--- config.mk ---
export PLATFORM = sky130hd
export DESIGN_NAME = burst_col_seq
export DESIGN_NICKNAME = d
export VERILOG_FILES = /design/src/rtl/bseq_pkg.sv /design/src/rtl/bseq_mode_reg.sv /design/src/rtl/bseq_beat_ctr.sv /design/src/rtl/bseq_addr_gen.sv /design/src/rtl/burst_col_seq.sv
export SDC_FILE = /design/constraint.sdc
export NUM_CORES = 1
export LEC_CHECK = 0
export ABC_AREA = 1
export CORE_MARGIN = 2
export CORE_UTILIZATION = 44
export CTS_CLUSTER_DIAMETER = 60
export DETAILED_ROUTE_END_ITERATION = 8
export PLACE_DENSITY = 0.85
export SYNTH_ARGS = -nofsm -noshare
export SYNTH_HDL_FRONTEND = slang
export SYNTH_SLANG_ARGS = --single-unit
--- constraint.sdc ---
create_clock -name clk -period 1.72 [get_ports clk]
set_clock_uncertainty 0.1 [all_clocks]
set_input_delay 0.258 -clock clk [delete_from_list [all_inputs] [get_ports clk]]
set_output_delay 0.258 -clock clk [all_outputs]
set_load 0.1 [all_outputs]
--- src/rtl/bseq_pkg.sv ---
package bseq_pkg;

   // Widest burst is 8 beats, so the wrap window is 3 address bits.
   localparam int WIN_W = 3;

   typedef struct packed {
      logic             legal;
      logic             interleave;
      logic [WIN_W-1:0] last_idx;
      logic [WIN_W-1:0] mask;
   } bmode_t;

   function automatic bmode_t decode_mode(input logic [3:0] field);
      bmode_t m;
      m.interleave = field[3];
      m.legal      = 1'b1;
      unique case (field[2:0])
         3'b001: begin m.last_idx = 3'd1; m.mask = 3'b001; end
         3'b010: begin m.last_idx = 3'd3; m.mask = 3'b011; end
         3'b011: begin m.last_idx = 3'd7; m.mask = 3'b111; end
         default: begin
            m.legal    = 1'b0;
            m.last_idx = '0;
            m.mask     = '0;
         end
      endcase
      return m;
   endfunction

endpackage

--- src/rtl/bseq_mode_reg.sv ---
module bseq_mode_reg
   import bseq_pkg::*;
(
   input  logic       clk,
   input  logic       rst,
   input  logic       load_i,
   input  logic       busy_i,
   input  logic [3:0] value_i,
   output bmode_t     mode_o
);

   logic [3:0] field_q;

   // Loads are refused while a burst runs; reset lands on reserved code 000.
   always_ff @(posedge clk) begin
      if (rst)
         field_q <= 4'b0000;
      else if (load_i && !busy_i)
         field_q <= value_i;
   end

   always_comb mode_o = decode_mode(field_q);

endmodule

--- src/rtl/bseq_beat_ctr.sv ---
module bseq_beat_ctr
   import bseq_pkg::*;
(
   input  logic             clk,
   input  logic             rst,
   input  logic             start_i,
   input  bmode_t           mode_i,
   output logic             capture_o,
   output logic [WIN_W-1:0] beat_o,
   output logic             valid_o,
   output logic             last_o,
   output logic             illegal_o
);

   logic             valid_q;
   logic             illegal_q;
   logic [WIN_W-1:0] beat_q;
   logic             accept;

   assign accept    = start_i && !valid_q;
   assign capture_o = accept && mode_i.legal;

   always_ff @(posedge clk) begin
      if (rst) begin
         valid_q   <= 1'b0;
         illegal_q <= 1'b0;
         beat_q    <= '0;
      end else begin
         illegal_q <= accept && !mode_i.legal;
         if (capture_o) begin
            valid_q <= 1'b1;
            beat_q  <= '0;
         end else if (valid_q) begin
            if (beat_q == mode_i.last_idx) begin
               valid_q <= 1'b0;
               beat_q  <= '0;
            end else begin
               beat_q  <= beat_q + 1'b1;
            end
         end
      end
   end

   assign beat_o    = beat_q;
   assign valid_o   = valid_q;
   assign last_o    = valid_q && (beat_q == mode_i.last_idx);
   assign illegal_o = illegal_q;

endmodule

--- src/rtl/bseq_addr_gen.sv ---
module bseq_addr_gen
   import bseq_pkg::*;
#(
   parameter int COL_W = 10
) (
   input  logic             clk,
   input  logic             rst,
   input  logic             capture_i,
   input  logic [COL_W-1:0] start_col_i,
   input  logic [WIN_W-1:0] beat_i,
   input  logic [WIN_W-1:0] mask_i,
   input  logic             interleave_i,
   output logic [COL_W-1:0] col_o
);

   logic [COL_W-1:0] base_q;
   logic [WIN_W-1:0] seq_low;
   logic [WIN_W-1:0] ilv_low;
   logic [WIN_W-1:0] sel_low;

   always_ff @(posedge clk) begin
      if (rst)
         base_q <= '0;
      else if (capture_i)
         base_q <= start_col_i;
   end

   // The carry past the window is dropped bit by bit by the mask below.
   assign seq_low = base_q[WIN_W-1:0] + beat_i;
   assign ilv_low = base_q[WIN_W-1:0] ^ beat_i;
   assign sel_low = interleave_i ? ilv_low : seq_low;

   for (genvar b = 0; b < COL_W; b++) begin : g_bit
      if (b < WIN_W) begin : g_win
         assign col_o[b] = mask_i[b] ? sel_low[b] : base_q[b];
      end else begin : g_hold
         assign col_o[b] = base_q[b];
      end
   end

endmodule

--- src/rtl/burst_col_seq.sv ---
module burst_col_seq
   import bseq_pkg::*;
#(
   parameter int COL_W = 10
) (
   input  logic             clk,
   input  logic             rst,
   input  logic             mr_load_i,
   input  logic [3:0]       mr_value_i,
   input  logic             start_i,
   input  logic [COL_W-1:0] start_col_i,
   output logic [COL_W-1:0] col_o,
   output logic             valid_o,
   output logic             last_o,
   output logic             illegal_o
);

   if (COL_W < WIN_W + 1) begin : g_bad_width
      $error("burst_col_seq: COL_W must exceed the 3-bit burst window");
   end

   bmode_t           mode;
   logic             capture;
   logic [WIN_W-1:0] beat;
   logic             valid_int;

   bseq_mode_reg u_mode (
      .clk     (clk),
      .rst     (rst),
      .load_i  (mr_load_i),
      .busy_i  (valid_int),
      .value_i (mr_value_i),
      .mode_o  (mode)
   );

   bseq_beat_ctr u_ctr (
      .clk       (clk),
      .rst       (rst),
      .start_i   (start_i),
      .mode_i    (mode),
      .capture_o (capture),
      .beat_o    (beat),
      .valid_o   (valid_int),
      .last_o    (last_o),
      .illegal_o (illegal_o)
   );

   bseq_addr_gen #(.COL_W(COL_W)) u_addr (
      .clk          (clk),
      .rst          (rst),
      .capture_i    (capture),
      .start_col_i  (start_col_i),
      .beat_i       (beat),
      .mask_i       (mode.mask),
      .interleave_i (mode.interleave),
      .col_o        (col_o)
   );

   assign valid_o = valid_int;

endmodule

==> flow_metrics.py <==
metrics = {
    "status": {
        "status": "finished with violations",
        "violations": "negative setup slack",
    },
    "global_route": {
        "grt_pass1_wl_um": 4460,
        "grt_util_all_layers_pct": 24.3,
        "antenna_found_initial": 0,
        "grt_max_degree": 14,
        "overflow": 0,
        "grt_pass1_vias": 996,
    },
    "routing": {
        "routedWlPerCell_um": 16.0,
        "drt_iter0_markers": 27,
        "vias_per_cell": 5.21,
        "drt-pass1-iter-count": 4,
        "num_vias": 1000,
        "ant_nets": 0,
        "drc": 0,
        "drt-total-wl_um": 3070,
    },
    "setup_path": {
        "crit_path_end_kind": "primary output",
        "critPathTopFamily": "adder cells",
        "crit_type": "reg2out",
        "slowest_delay_ns": 0.36,
        "path_buf_inv": 1,
        "cp.arrival_ns": 1.88,
        "cpMaxStageDelayCell": "dfxtp_2",
        "worstPathMaxFanout": 2,
        "worstPathRequired_ns": 1.36,
        "path_cells": "ha_4 > fa_2 > nand2_2 > xor2_2 > nor2_4 > xor2_4 > buf_12",
        "cp-start-kind": "flop",
    },
    "clock_network": {
        "cts-root-buf": "clkbuf_4",
        "cts_tree": "done",
        "max-clock-path-buffers": 2,
        "clock_sinks": 19,
        "numCtsBuffers": 3,
        "clk_latency_ns": 0.32,
        "holdBufCountCts": 0,
        "htreeDepth": 1,
        "cts.clk_slew.worst_paths_ns": 0.12,
    },
    "run": {
        "cap_violations": 0,
    },
    "floorplan": {
        "die_h_um": 50.3,
        "ios": 31,
        "row_count": 16,
        "core_sq_mm": 0.00200,
        "initial_core_util_pct": 47.2,
        "die_w_um": 50.3,
        "die_area_sq_mm": 0.00253,
    },
    "placement": {
        "globalplace.congestion": 0.789,
        "io_buffers": 30,
        "dp_hpwl_um": 1960,
        "dp.cells": 181,
    },
    "finish": {
        "nNetsFinal": 188,
        "n_antenna_cell": 0,
        "syn2layout_area_growth_pct": 70.5,
        "layout_commonest_cell": "nor2_1",
        "drive_gt1_share_pct": 38.2,
        "mostFrequentLayoutCells": "nor2_1 (22), clkdlybuf4s50_1 (17), buf_12 (13), buf_4 (13)",
        "instances_no_fill": 192,
        "final_util_pct": 80.4,
    },
    "synth": {
        "synthTopCellsByArea": "dfxtp_1 (40%), nor2_1 (9.5%), nand2_1 (7.2%)",
        "yosysTopAreaCell": "dfxtp_1",
        "ys_warn_count": 0,
        "synth_top_area_share_pct": 40.3,
        "synth.distinct_cells": 23,
        "synth.avg_cell_area_sq_um": 7.56,
        "syn-instance-count": 125,
        "syn-num-nets": 147,
        "synth-seq-area-share_pct": 40.3,
        "syn_area_sq_um": 945,
        "ys_ff_latch": 19,
    },
    "timing": {
        "max_freq_mhz": 447,
        "drv_slew": 0,
        "setup_viol": 3,
        "fin_ws_ns": -0.515,
        "relSlewSlack_pct": 82.9,
        "hold_viol": 0,
        "rsz0062_at_grt": "true",
        "period_needed_ns": 2.24,
        "worst_pin_slew_ns": 0.255,
        "fin_crit_sh_pct": 130,
        "whs_ns": 0.404,
    },
    "power": {
        "power.density_mw_per_mm2": 838,
        "p_leak_nw": 0.685,
        "peakVddDrop_v": 0.000737,
    },
    "min_path": {
        "min_path_type": "in2reg",
    },
}
cell families (layout without fill, tap and decap cells):
logic type | Yosys count | in the layout | synth area share [%]
simple gates | 51 | 51 | 22.9
compound gates | 24 | 24 | 14.0
buf+inv | 24 | 64 | 13.9
flops | 19 | 19 | 40.3
fa+ha+maj | 4 | 4 | 6.09
xor+xnor | 3 | 3 | 2.78
path summary, 6_finish.rpt:
| check | start | to | slack (ns) | cells past startpoint |
|---|---|---|---|---|
| max | u_addr.base_q[0] | col_o[2] | -0.52 | 7 |
| min | start_col_i[5] | u_addr.base_q[5] | 0.40 | 3 |
| max reg2reg | u_mode.field_q[2] | u_ctr.beat_o[1] | 0.13 | 8 |
| min reg2reg | u_ctr.valid_o | u_ctr.illegal_o | 0.42 | 1 |
synthesized netlist by cell type:
cell type  number
nor4_1          1
nor2_1         24
o21ai_1         2
o21ai_0        12
ha_1            3
nand4_1         1
o31ai_1         1
buf_6           2
nand3_1         5
o211ai_1        1
inv_2           2
a21oi_1         6
clkbuf_1        1
dfxtp_1        19
fa_1            1
nor3_4          1
o21ai_2         1
buf_4           7
nand2_1        18
nor3_1          1
xor2_1          3
a21oi_2         1
inv_1          12
stage by stage:
step / instance area [sq um] / setup WS [ns] / TNS, ns / power (W)
after global routing: 1610 / -0.579 / -1.37 / 0.00141
after CTS: 1530 / -0.590 / -1.15 / 0.00132
after floorplan: 995 / -0.470 / -0.837 / 0.000860
after global placement: 1450 / -0.144 / -0.197 / 0.00104
final: 1610 / -0.515 / -1.14 / 0.00135
after detailed placement: 1450 / -0.246 / -0.335 / 0.00106
registers in the layout, summed over array words and instances (netlist names):
| signal | cells |
|---|---|
| u_addr.base_q | 10 |
| u_mode.field_q | 4 |
| u_ctr.beat_o | 3 |
| u_ctr.illegal_o | 1 |
| u_ctr.valid_o | 1 |
final cells by class:
type,instances,area (sq um)
Timing Repair Buffer,46,562
Multi-Input combinational cell,82,536
Sequential cell,19,394
Fill cell,117,392
Inverter,14,57.6
Tap cell,27,33.8
Clock buffer,3,22.5
Clock inverter,1,5.00
per-layer routing:
metal / routed length [um] / part of all wire [%] / GRT usage, %
met1: 1230 / 40 / 28.9
met2: 1590 / 52 / 41.2
met3: 118 / 3.8 / 2.68
met4: 125 / 4.1 / 15.8
met5: 0 / 0 / 0
timing repair:
action / in CTS / in global routing
endpoints found under the setup margin: 4 / 4
pin swaps: 7 / 6
buffers inserted: 2 / 5
gates resized for setup: 15 / 12
where the power goes:
part           switching (W)  internal (W)  leakage [nW]
logic               0.000356      0.000229         0.508
clock network       0.000157     0.0000874        0.0177
registers          0.0000437      0.000477         0.159
total               0.000556      0.000793         0.685
tightest hold or removal path, cell delays in order:
cell	delay, ns
clkdlybuf4s50_1	0.40
nor2_1	0.10
nor2_1	0.05
Note: power is estimated with default switching activity, not from simulation.
